--- config.mk ---
export PLATFORM = sky130hd
export DESIGN_NAME = bank_mapper
export DESIGN_NICKNAME = d
export VERILOG_FILES = /design/src/rtl/bank_map_pkg.sv /design/src/rtl/bank_regs.sv /design/src/rtl/page_xlate.sv /design/src/rtl/cs_decode.sv /design/src/rtl/bank_mapper.sv
export SDC_FILE = /design/constraint.sdc
export NUM_CORES = 1
export LEC_CHECK = 0
export BUFFER_PORTS_ARGS = -buffer_cell sky130_fd_sc_hd__buf_2
export CORE_AREA = 2 2 45 47
export DETAILED_ROUTE_END_ITERATION = 8
export DIE_AREA = 0 0 47 49
export MAX_ROUTING_LAYER = met4
export PLACE_DENSITY_LB_ADDON = 0.25
export SYNTH_ARGS = -nofsm -noshare
export SYNTH_HDL_FRONTEND = slang
export SYNTH_SLANG_ARGS = --single-unit
--- constraint.sdc ---
create_clock -name clk_i -period 1.6 [get_ports clk_i]
set_input_delay 0.08 -clock clk_i [delete_from_list [all_inputs] [get_ports clk_i]]
set_output_delay 0.08 -clock clk_i [all_outputs]
set_load 0.005 [all_outputs]
--- src/rtl/bank_map_pkg.sv ---
package bank_map_pkg;
  localparam int unsigned IO_AW = 8;
  localparam int unsigned IO_DW = 8;

  // Wrapping add of base and logical page at adder width
  function automatic logic [IO_DW-1:0] page_add(input logic [IO_DW-1:0] base,
                                                input logic [IO_DW-1:0] page);
    return base + page;
  endfunction
endpackage

--- src/rtl/bank_regs.sv ---
module bank_regs
  import bank_map_pkg::*;
#(
  parameter logic [IO_AW-1:0] BASE_PORT = 8'h78,
  parameter logic [IO_AW-1:0] ROM_PORT  = 8'h7C
) (
  input  logic             clk_i,
  input  logic             rst_ni,
  input  logic             io_wr_i,
  input  logic [IO_AW-1:0] io_addr_i,
  input  logic [IO_DW-1:0] io_data_i,
  output logic [IO_DW-1:0] base_o,
  output logic             rom_en_o
);
  logic base_we, rom_we;
  assign base_we = io_wr_i && (io_addr_i == BASE_PORT);
  assign rom_we  = io_wr_i && (io_addr_i == ROM_PORT);

  always_ff @(posedge clk_i or negedge rst_ni) begin
    if (!rst_ni) begin
      base_o   <= '0;
      rom_en_o <= 1'b1;
    end else begin
      if (base_we) base_o   <= io_data_i;
      if (rom_we)  rom_en_o <= io_data_i[0];
    end
  end


  base_load_chk: assert property (@(posedge clk_i) disable iff (!rst_ni)
    io_wr_i && io_addr_i == BASE_PORT |=> base_o == $past(io_data_i));

  base_hold_chk: assert property (@(posedge clk_i) disable iff (!rst_ni)
    !(io_wr_i && io_addr_i == BASE_PORT) |=> $stable(base_o));

  rom_hold_chk: assert property (@(posedge clk_i) disable iff (!rst_ni)
    !(io_wr_i && io_addr_i == ROM_PORT) |=> $stable(rom_en_o));
endmodule

--- src/rtl/page_xlate.sv ---
module page_xlate
  import bank_map_pkg::*;
#(
  parameter int unsigned LADDR_W = 16,
  parameter int unsigned PAGE_W  = 3,
  parameter int unsigned PPAGE_W = 6,
  localparam int unsigned OFF_W   = LADDR_W - PAGE_W,
  localparam int unsigned PADDR_W = PPAGE_W + OFF_W
) (
  input  logic [IO_DW-1:0]   base_i,
  input  logic [LADDR_W-1:0] laddr_i,
  output logic [PADDR_W-1:0] paddr_o
);
  logic [PAGE_W-1:0]  lpage;
  logic [IO_DW-1:0]   sum;
  logic [PPAGE_W-1:0] ppage;
  logic               unused_sum_hi;

  assign lpage = laddr_i[LADDR_W-1 -: PAGE_W];
  assign sum   = page_add(base_i, IO_DW'(lpage));
  assign unused_sum_hi = ^sum[IO_DW-1:PPAGE_W];

  // Top logical page pinned to top physical page (common area)
  assign ppage   = (&lpage) ? {PPAGE_W{1'b1}} : sum[PPAGE_W-1:0];
  assign paddr_o = {ppage, laddr_i[OFF_W-1:0]};
endmodule

--- src/rtl/cs_decode.sv ---
module cs_decode #(
  parameter int unsigned LADDR_W = 16,
  parameter int unsigned ROM_AW  = 15
) (
  input  logic               mem_req_i,
  input  logic               mem_rd_i,
  input  logic               mem_wr_i,
  input  logic               rom_en_i,
  input  logic [LADDR_W-1:0] laddr_i,
  output logic               ram_cs_o,
  output logic               rom_cs_o
);
  logic in_rom_win;
  logic unused_wr;

  assign in_rom_win = rom_en_i && (laddr_i[LADDR_W-1:ROM_AW] == '0);
  assign unused_wr  = mem_wr_i;
  // Writes into an enabled ROM window select nothing
  assign rom_cs_o = mem_req_i && in_rom_win && mem_rd_i;
  assign ram_cs_o = mem_req_i && !in_rom_win;
endmodule

--- src/rtl/bank_mapper.sv ---
module bank_mapper
  import bank_map_pkg::*;
#(
  parameter int unsigned LADDR_W = 16,
  parameter int unsigned PAGE_W  = 3,
  parameter int unsigned PPAGE_W = 6,
  parameter int unsigned ROM_AW  = 15,
  parameter logic [IO_AW-1:0] BASE_PORT = 8'h78,
  parameter logic [IO_AW-1:0] ROM_PORT  = 8'h7C,
  localparam int unsigned PADDR_W = PPAGE_W + LADDR_W - PAGE_W
) (
  input  logic               clk_i,
  input  logic               rst_ni,
  input  logic [LADDR_W-1:0] laddr_i,
  input  logic               mem_req_i,
  input  logic               mem_rd_i,
  input  logic               mem_wr_i,
  input  logic               io_wr_i,
  input  logic [IO_AW-1:0]   io_addr_i,
  input  logic [IO_DW-1:0]   io_data_i,
  output logic [PADDR_W-1:0] paddr_o,
  output logic               ram_cs_o,
  output logic               rom_cs_o
);
  localparam int unsigned OFF_W = LADDR_W - PAGE_W;

  logic [IO_DW-1:0] base;
  logic             rom_en;

  bank_regs #(.BASE_PORT(BASE_PORT), .ROM_PORT(ROM_PORT)) u_regs (
    .clk_i, .rst_ni, .io_wr_i, .io_addr_i, .io_data_i,
    .base_o(base), .rom_en_o(rom_en)
  );

  page_xlate #(.LADDR_W(LADDR_W), .PAGE_W(PAGE_W), .PPAGE_W(PPAGE_W)) u_xlate (
    .base_i(base), .laddr_i, .paddr_o
  );

  cs_decode #(.LADDR_W(LADDR_W), .ROM_AW(ROM_AW)) u_cs (
    .mem_req_i, .mem_rd_i, .mem_wr_i, .rom_en_i(rom_en), .laddr_i,
    .ram_cs_o, .rom_cs_o
  );


  offset_pass_chk: assert property (@(posedge clk_i) disable iff (!rst_ni)
    paddr_o[OFF_W-1:0] == laddr_i[OFF_W-1:0]);

  common_page_chk: assert property (@(posedge clk_i) disable iff (!rst_ni)
    &laddr_i[LADDR_W-1 -: PAGE_W] |-> &paddr_o[PADDR_W-1:OFF_W]);

  rom_no_write_chk: assert property (@(posedge clk_i) disable iff (!rst_ni)
    rom_cs_o |-> mem_rd_i && !laddr_i[LADDR_W-1]);

  cs_gate_chk: assert property (@(posedge clk_i) disable iff (!rst_ni)
    !mem_req_i |-> !ram_cs_o && !rom_cs_o);

  cs_excl_chk: assert property (@(posedge clk_i) disable iff (!rst_ni)
    $onehot0({ram_cs_o, rom_cs_o}));

  upper_ram_chk: assert property (@(posedge clk_i) disable iff (!rst_ni)
    mem_req_i && laddr_i[LADDR_W-1] |-> ram_cs_o);
endmodule

; ---- Word-level counts from Yosys, hierarchy flattened
; Index checks and enable logic that the tools add are counted.
[totals]
regBits = 7
in_bits = 38
wordCells = 15
[op_classes]
addsub = 1
n_eq_ne = 2
n_mux = 1
n_bitwise = 1
reduce_logical = 8
[ops]
columns = cell, count
row1 = "equality test 8 x 7 -> 1 bit, second input constant", 2
row2 = adder 6 x 3 -> 6 bit, 1
row3 = logical AND 1 bit, 6
row4 = 2-to-1 mux 6 bit, 1
row5 = AND reduction 3 bit, 1
row6 = logical NOT 1 bit, 1
row7 = NOT 1 bit, 1

; ---- Depth between registers and ports, before layout
; Gate-level depths: netlist of run 1.
[depth]
word_depth = 4
depth_mapped = 7

; ---- Hierarchy
; A second synthesis of run 1 with hierarchy kept.
[unflattened]
cells_unflattened = 67
area_unflattened_um2 = 704.4
[by_module_without_submodules]
columns = module, instances, cells_each, area_each_um2
row1 = bank_regs, 1, 23, 387.9
row2 = page_xlate, 1, 41, 296.5
row3 = cs_decode, 1, 3, 20.0

; ---- Worst setup path before layout of run 1
; OpenSTA, ideal clock, no wires.
[synth_path]
path_kind = register to output
from = reg u_regs.base_o[1]
to = out paddr_o[18]
arrival_ps = 1336
t_required_ps = 1520
setup_slack_ps = 184
path_stages_with_launch = 6
n_path_buf = 0
cell_sequence = dfrtp_1 > ha_1 > a21o_1 > a21o_1 > and4_1 > o21ai_0
[synth_via]
elab_chain_cells = 2
[synth_rtl]
columns = item, line_no
row1 = start: declaration, bank_regs.sv:12  ; output logic [IO_DW-1:0] base_o,
row2 = start signal: assignment, bank_regs.sv:24  ; if (base_we) base_o <= io_data_i;
row3 = adder 6 x 3 -> 6 bit, bank_map_pkg.sv:8  ; return base + page;
row4 = 2-to-1 mux 6 bit, page_xlate.sv:24  ; assign ppage = (&lpage) ? {PPAGE_W{1'b1}} : sum[PPAGE_W-1:0];
row5 = end: declaration, bank_mapper.sv:21  ; output logic [PADDR_W-1:0] paddr_o,
; No other way between the ends.

; ---- Final worst setup path of run 1
[layout_path]
from = reg u_regs.base_o[0]
to = out paddr_o[18]
; Same word-level chain as after synthesis.

==> metrics.yaml, run 1 <==
status: "finished, violations left"
violations: "negative setup slack"
cp-endpoint: "paddr_o[18]"
r2r_setup_slack_ns: 0.61
r2r_cells: 3
overflow: 0
track_usage_pct: 11.13
multi_input_area_um2: 320.3
drtIter0Drc: 1
final_common_cell: "buf_2"
final_cell_mix: "buf_2, mux2_4, dfrtp_1"
yosysSeqAreaShare_pct: 28.95
totalWireLength_um: 1079
register_area_um2: 176.4
critPathKind: "register to output pin"
cts_root_buf: "clkbuf_4"
path_max_fanout: 3
grt_first_pass_wirelength_um: 1800
synthCells: 59
post-route-min-period_ns: 1.773
finalPower_mw: 0.4495
r2r_end: "u_regs.base_o[0]"
hold_path.class: "input pin to register"
core-area_mm2: 0.001842
avgSynthCellArea_um2: 10.33
arrival_ns: 1.69
clock.fmax_mhz: 564.1
path_clk_slew_ns: 0.05
cp-startpoint: "u_regs.base_o[0]"
synth_area_um2: 609.3
wl_per_cell_um: 9.809
floorplan.initialDensity_pct: 33.08
drtAntennaViolNets: 0
slew_headroom_pct: 77.21
vdd_drop_max_uv: 272.6
dieArea_mm2: 0.002303
fin_nets: 126
worstMarginPinSlew_ns: 0.3418
finalHoldViolations: 0
finalSetupViolCount: 3
drc: 0
power.density_mw_per_mm2: 593.7
timing.rr.start: "u_regs.base_o[0]"
via_per_inst: 4.373
cts_num_sinks: 7
grt_max_degree: 8
skew_ns: 0
fin_cells: 110
setup_slack_ns: -0.1727
row_count: 16
clk_latency_ns: 0.24
ys_warn_count: 0
p_leak_nw: 0.4135
diodes: 0
start_kind: "register"
die_height_um: 49
dpl.cell_count: 101
ctsLongestPathBuffers: 2
yosys_register_bits: 7
dr.pass1.iters: 2
cap_violations: 0
min_period_over_period_pct: 110.8
hpwlAfterDp_um: 937.8
drive_gt1_share_pct: 60.24
synth_cell_type_count: 23
nFillCells: 199
globalplace.congestion: 0.6936
required_ns: 1.52
io_buffers: 29
cts_buffers: 3
chipWidth_um: 47
first_global_vias: 465
cts_tree: "built"
syn_nets: 101
h-tree-depth: 1
vias: 481
rsz0062_at_grt: "true"
antenna_found_initial: 0
slew_viol_final: 0
end_kind: "output pin"
io_pins: 59
area_growth_pct: 24.23
==> metrics by stage <==
| step | utilization (%) | TNS (ns) | cell area, um^2 | worst slack (ns) | hold slack, ns |
|---|---|---|---|---|---|
| CTS | 40.29 | -0.4382 | 742.0 | -0.1735 | 0.06028 |
| detailed placement | 36.89 | -0.02683 | 679.4 | -0.02683 | -0.08628 |
| global route | 41.10 | -0.8301 | 757.0 | -0.2734 | 0.05083 |
| global placement | 36.89 | 0 | 679.4 | 0.006540 | -0.08520 |
| finish | 41.10 | -0.3876 | 757.0 | -0.1727 | 0.06493 |
| floorplan | - | 0 | 609.3 | 0.1842 | -0.2156 |
==> routing by layer <==
metal	routed length (um)	global-route usage (%)
met2	532	17.35
met1	428	12.24
met5	0	-
met3	115	1.481
met4	2	8.333
==> how the worst min path moves through the flow <==
| stage | cells after the start | slack [ns] | start | end |
|---|---|---|---|---|
| 6_report | 2 | 0.06 | io_data_i[3] | u_regs.base_o[3] |
| 5_1_grt | 2 | 0.05 | io_data_i[3] | u_regs.base_o[3] |
| 3_3_place_gp | 1 | -0.09 | rst_ni | u_regs.base_o[3] |
| 3_5_place_dp | 1 | -0.09 | rst_ni | u_regs.base_o[3] |
| 2_1_floorplan | 0 | -0.22 | rst_ni | u_regs.base_o[0] |
| 4_1_cts | 2 | 0.06 | io_data_i[3] | u_regs.base_o[3] |
==> critical path, cell delays in order (launching register included) <==
cell and delay (ns):
dfrtp_1 0.38, ha_2 0.18, buf_4 0.12, a21o_1 0.17
a21o_1 0.18, and4_1 0.20, o21ai_1 0.11, buf_2 0.12
==> flip-flops by register name (all words and copies together), names as in the netlist <==
register and flops:
u_regs.base_o 6, u_regs.rom_en_o 1
==> power by group <==
part | leakage [nW] | total [mW] | switching (mW) | internal, mW
Sequential | 0.0931 | 0.195 | 0.00766 | 0.187
Combinational | 0.305 | 0.104 | 0.0407 | 0.0638
Clock | 0.0150 | 0.150 | 0.0558 | 0.0945
==> final cells by class <==
cell class              count  share of cell area, %
clock buffers               4                  3.471
inverters                   4                  1.983
multi-input cells          34                  42.31
flip-flops and latches      7                  23.31
well taps                  27                  4.463
repair buffers             34                  24.46
==> cell families after synthesis <==
group                    share of synthesized area (%)
XOR/XNOR                                         2.875
multiplexers                                     16.63
flip-flops                                       28.95
AO/OA/AOI/OAI                                    7.187
AND/OR/NAND/NOR                                  14.58
adder cells (fa/ha/maj)                          9.446
buffers and inverters                            20.33
==> cell usage after synthesis <==
library cell | number | area [um^2]
a21boi_0 | 1 | 7.510
a21o_1 | 2 | 15.01
a31oi_1 | 1 | 6.260
and2b_1 | 1 | 7.510
and4_1 | 2 | 17.52
buf_4 | 13 | 97.59
buf_6 | 1 | 11.26
dfrtp_1 | 6 | 150.1
dfstp_2 | 1 | 26.28
fa_1 | 1 | 20.02
ha_1 | 3 | 37.54
inv_1 | 4 | 15.01
mux2_2 | 1 | 11.26
mux2_4 | 6 | 90.09
nand2_1 | 5 | 18.77
nand2b_1 | 1 | 6.260
nand3_1 | 1 | 5.000
nand4b_1 | 1 | 8.760
nor2b_1 | 2 | 12.51
nor4_2 | 1 | 12.51
o21ai_0 | 3 | 15.01
xnor2_1 | 1 | 8.760
xor2_1 | 1 | 8.760
==> what timing repair did <==
action	in CTS	in global routing
hold endpoints to repair	7	0
resized for setup	7	1
setup buffers	2	2
endpoints found under the setup margin	4	5
pin swaps	1	0
hold buffers	1	0
Note: power is estimated with default switching activity, not from simulation.
==> run 2: changes to the inputs <==
- RECOVER_POWER: unset -> 25
- REMOVE_ABC_BUFFERS: unset -> 1
==> run 2 against run 1 <==
  * The flow still finishes with violations (negative setup slack)
  * Highest routed layer unchanged
  * Design area increased by 0.99%
  * Sequential cell count unchanged
  * Maximum frequency decreased by 0.29%
  * Critical path depth decreased by 1
==> metrics.yaml, run 2 (same netlist as run 1, synthesis figures left out) <==
finalHoldViolations: 0
cp_num_buf_inv: 1
critPathKind: "register to output pin"
first_global_vias: 463
dpl.cell_count: 101
grt_first_pass_wirelength_um: 1938
diodes: 0
path_clk_slew_ns: 0.05
crit_chain: "ha_1 > a21o_1 > a21o_1 > and4_1 > o21ai_1 > buf_2"
rsz0062_at_grt: "true"
reg_top3: "u_regs.base_o x6, u_regs.rom_en_o x1"
final_cell_mix: "buf_2, mux2_4, dfrtp_1"
postLayoutCellArea_um2: 764.5
dr.pass1.iters: 2
use_met3_pct: 8.519
register_area_um2: 176.4
drtAntennaViolNets: 0
chipWidth_um: 47
met1_usage_pct: 13.53
grt_max_degree: 8
start_kind: "register"
hold_path.class: "input pin to register"
multi_input_area_um2: 320.3
cts_tree: "built"
critPathTopFamily: "compound AO/OA/AOI/OAI gates"
hpwlAfterDp_um: 1006
power.density_mw_per_mm2: 598.0
worstMarginPinSlew_ns: 0.3425
cts_buffers: 3
vdd_drop_max_uv: 280.6
postPlaceCellArea_um2: 679.4
drtIter0Drc: 1
finalSetupViolCount: 4
die_height_um: 49
slew_headroom_pct: 77.17
floorplan.initialDensity_pct: 33.08
cpPeakStageDelay_ns: 0.39
io_pins: 59
nFillCells: 203
final_common_cell: "buf_2"
row_count: 16
h-tree-depth: 1
drive_gt1_share_pct: 60.71
via_per_inst: 4.387
core-area_mm2: 0.001842
overflow: 0
cap_violations: 0
grt.busiest_layer: "met2"
required_ns: 1.52
vias: 487
area_growth_pct: 25.46
p_leak_nw: 0.4186
cts_num_sinks: 7
clock.fmax_mhz: 562.5
fin_cells: 111
dp_slack_ns: 0.01158
whs_ns: 0.05752
post-route-min-period_ns: 1.778
status: "finished, violations left"
largest_reg_flops: 6
min_period_over_period_pct: 111.1
cts_root_buf: "clkbuf_4"
io_buffers: 29
top_register: "u_regs.base_o"
ctsLongestPathBuffers: 2
drc: 0
totalWireLength_um: 1235
skew_ns: 0
clk_latency_ns: 0.25
setup_slack_ns: -0.1779
end_kind: "output pin"
arrival_ns: 1.70
wl_per_cell_um: 11.13
use_met2_pct: 15.53
fin_nets: 127
track_usage_pct: 12.35
path_max_fanout: 3
globalplace.congestion: 0.6812
crit_path_frequent_cell: "a21o_1"
violations: "negative setup slack"
slew_viol_final: 0
cp_slowest_cell: "dfrtp_1"
antenna_found_initial: 0
dieArea_mm2: 0.002303
run 2: cell types whose count changed in the layout (fill, tap and decap cells not counted):
cell | before | now
o21ai_0 | 0 | 1
o21ai_1 | 2 | 1
buf_4 | 4 | 5
run 2: area by class of cell:
cell class | instances | share of cell area (%)
multi-input combinational | 34 | 41.90
timing repair buffer | 35 | 25.20
sequential | 7 | 23.08
tap | 27 | 4.419
clock buffer | 4 | 3.437
inverter | 4 | 1.964
run 2: per-layer routing:
layer  up-vias  wire (um)
met5         -          0
met4         0         21
met3         3        188
met2        39        532
met1       205        492
li1        240          -
run 2: where the power goes:
part           switching (mW)  internal [mW]
logic                  0.0409         0.0647
registers             0.00766          0.187
clock network          0.0621         0.0950
run 2: path summary, 6_finish.rpt:
kind	depth (start not counted)	slack, ns	to	startpoint
worst max-delay path	6	-0.18	paddr_o[18]	u_regs.base_o[1]
worst min-delay path	2	0.06	u_regs.base_o[3]	io_data_i[3]
worst max register to register	3	0.61	u_regs.base_o[0]	u_regs.base_o[0]
worst min register to register	1	0.52	u_regs.base_o[2]	u_regs.base_o[2]
max in group asynchronous	2	1.19	u_regs.rom_en_o	rst_ni
min in group asynchronous	2	0.18	u_regs.base_o[5]	rst_ni
run 2: per-stage QoR:
stage	TNS, ns	power (mW)	utilization, %
CTS	-0.4959	0.4586	40.08
floorplan	0	0.2394	-
detailed placement	0	0.2927	36.89
finish	-0.4946	0.4571	41.51
global placement	0	0.2904	36.89
global route	-1.075	0.4982	41.51
run 2: repair_timing:
action / CTS / global route
setup buffers: 2 / 3
endpoints found under the setup margin: 4 / 5
pin swaps: 4 / 4
gates resized for setup: 5 / 2
hold buffers: 1 / 0
hold endpoints to repair: 7 / 0
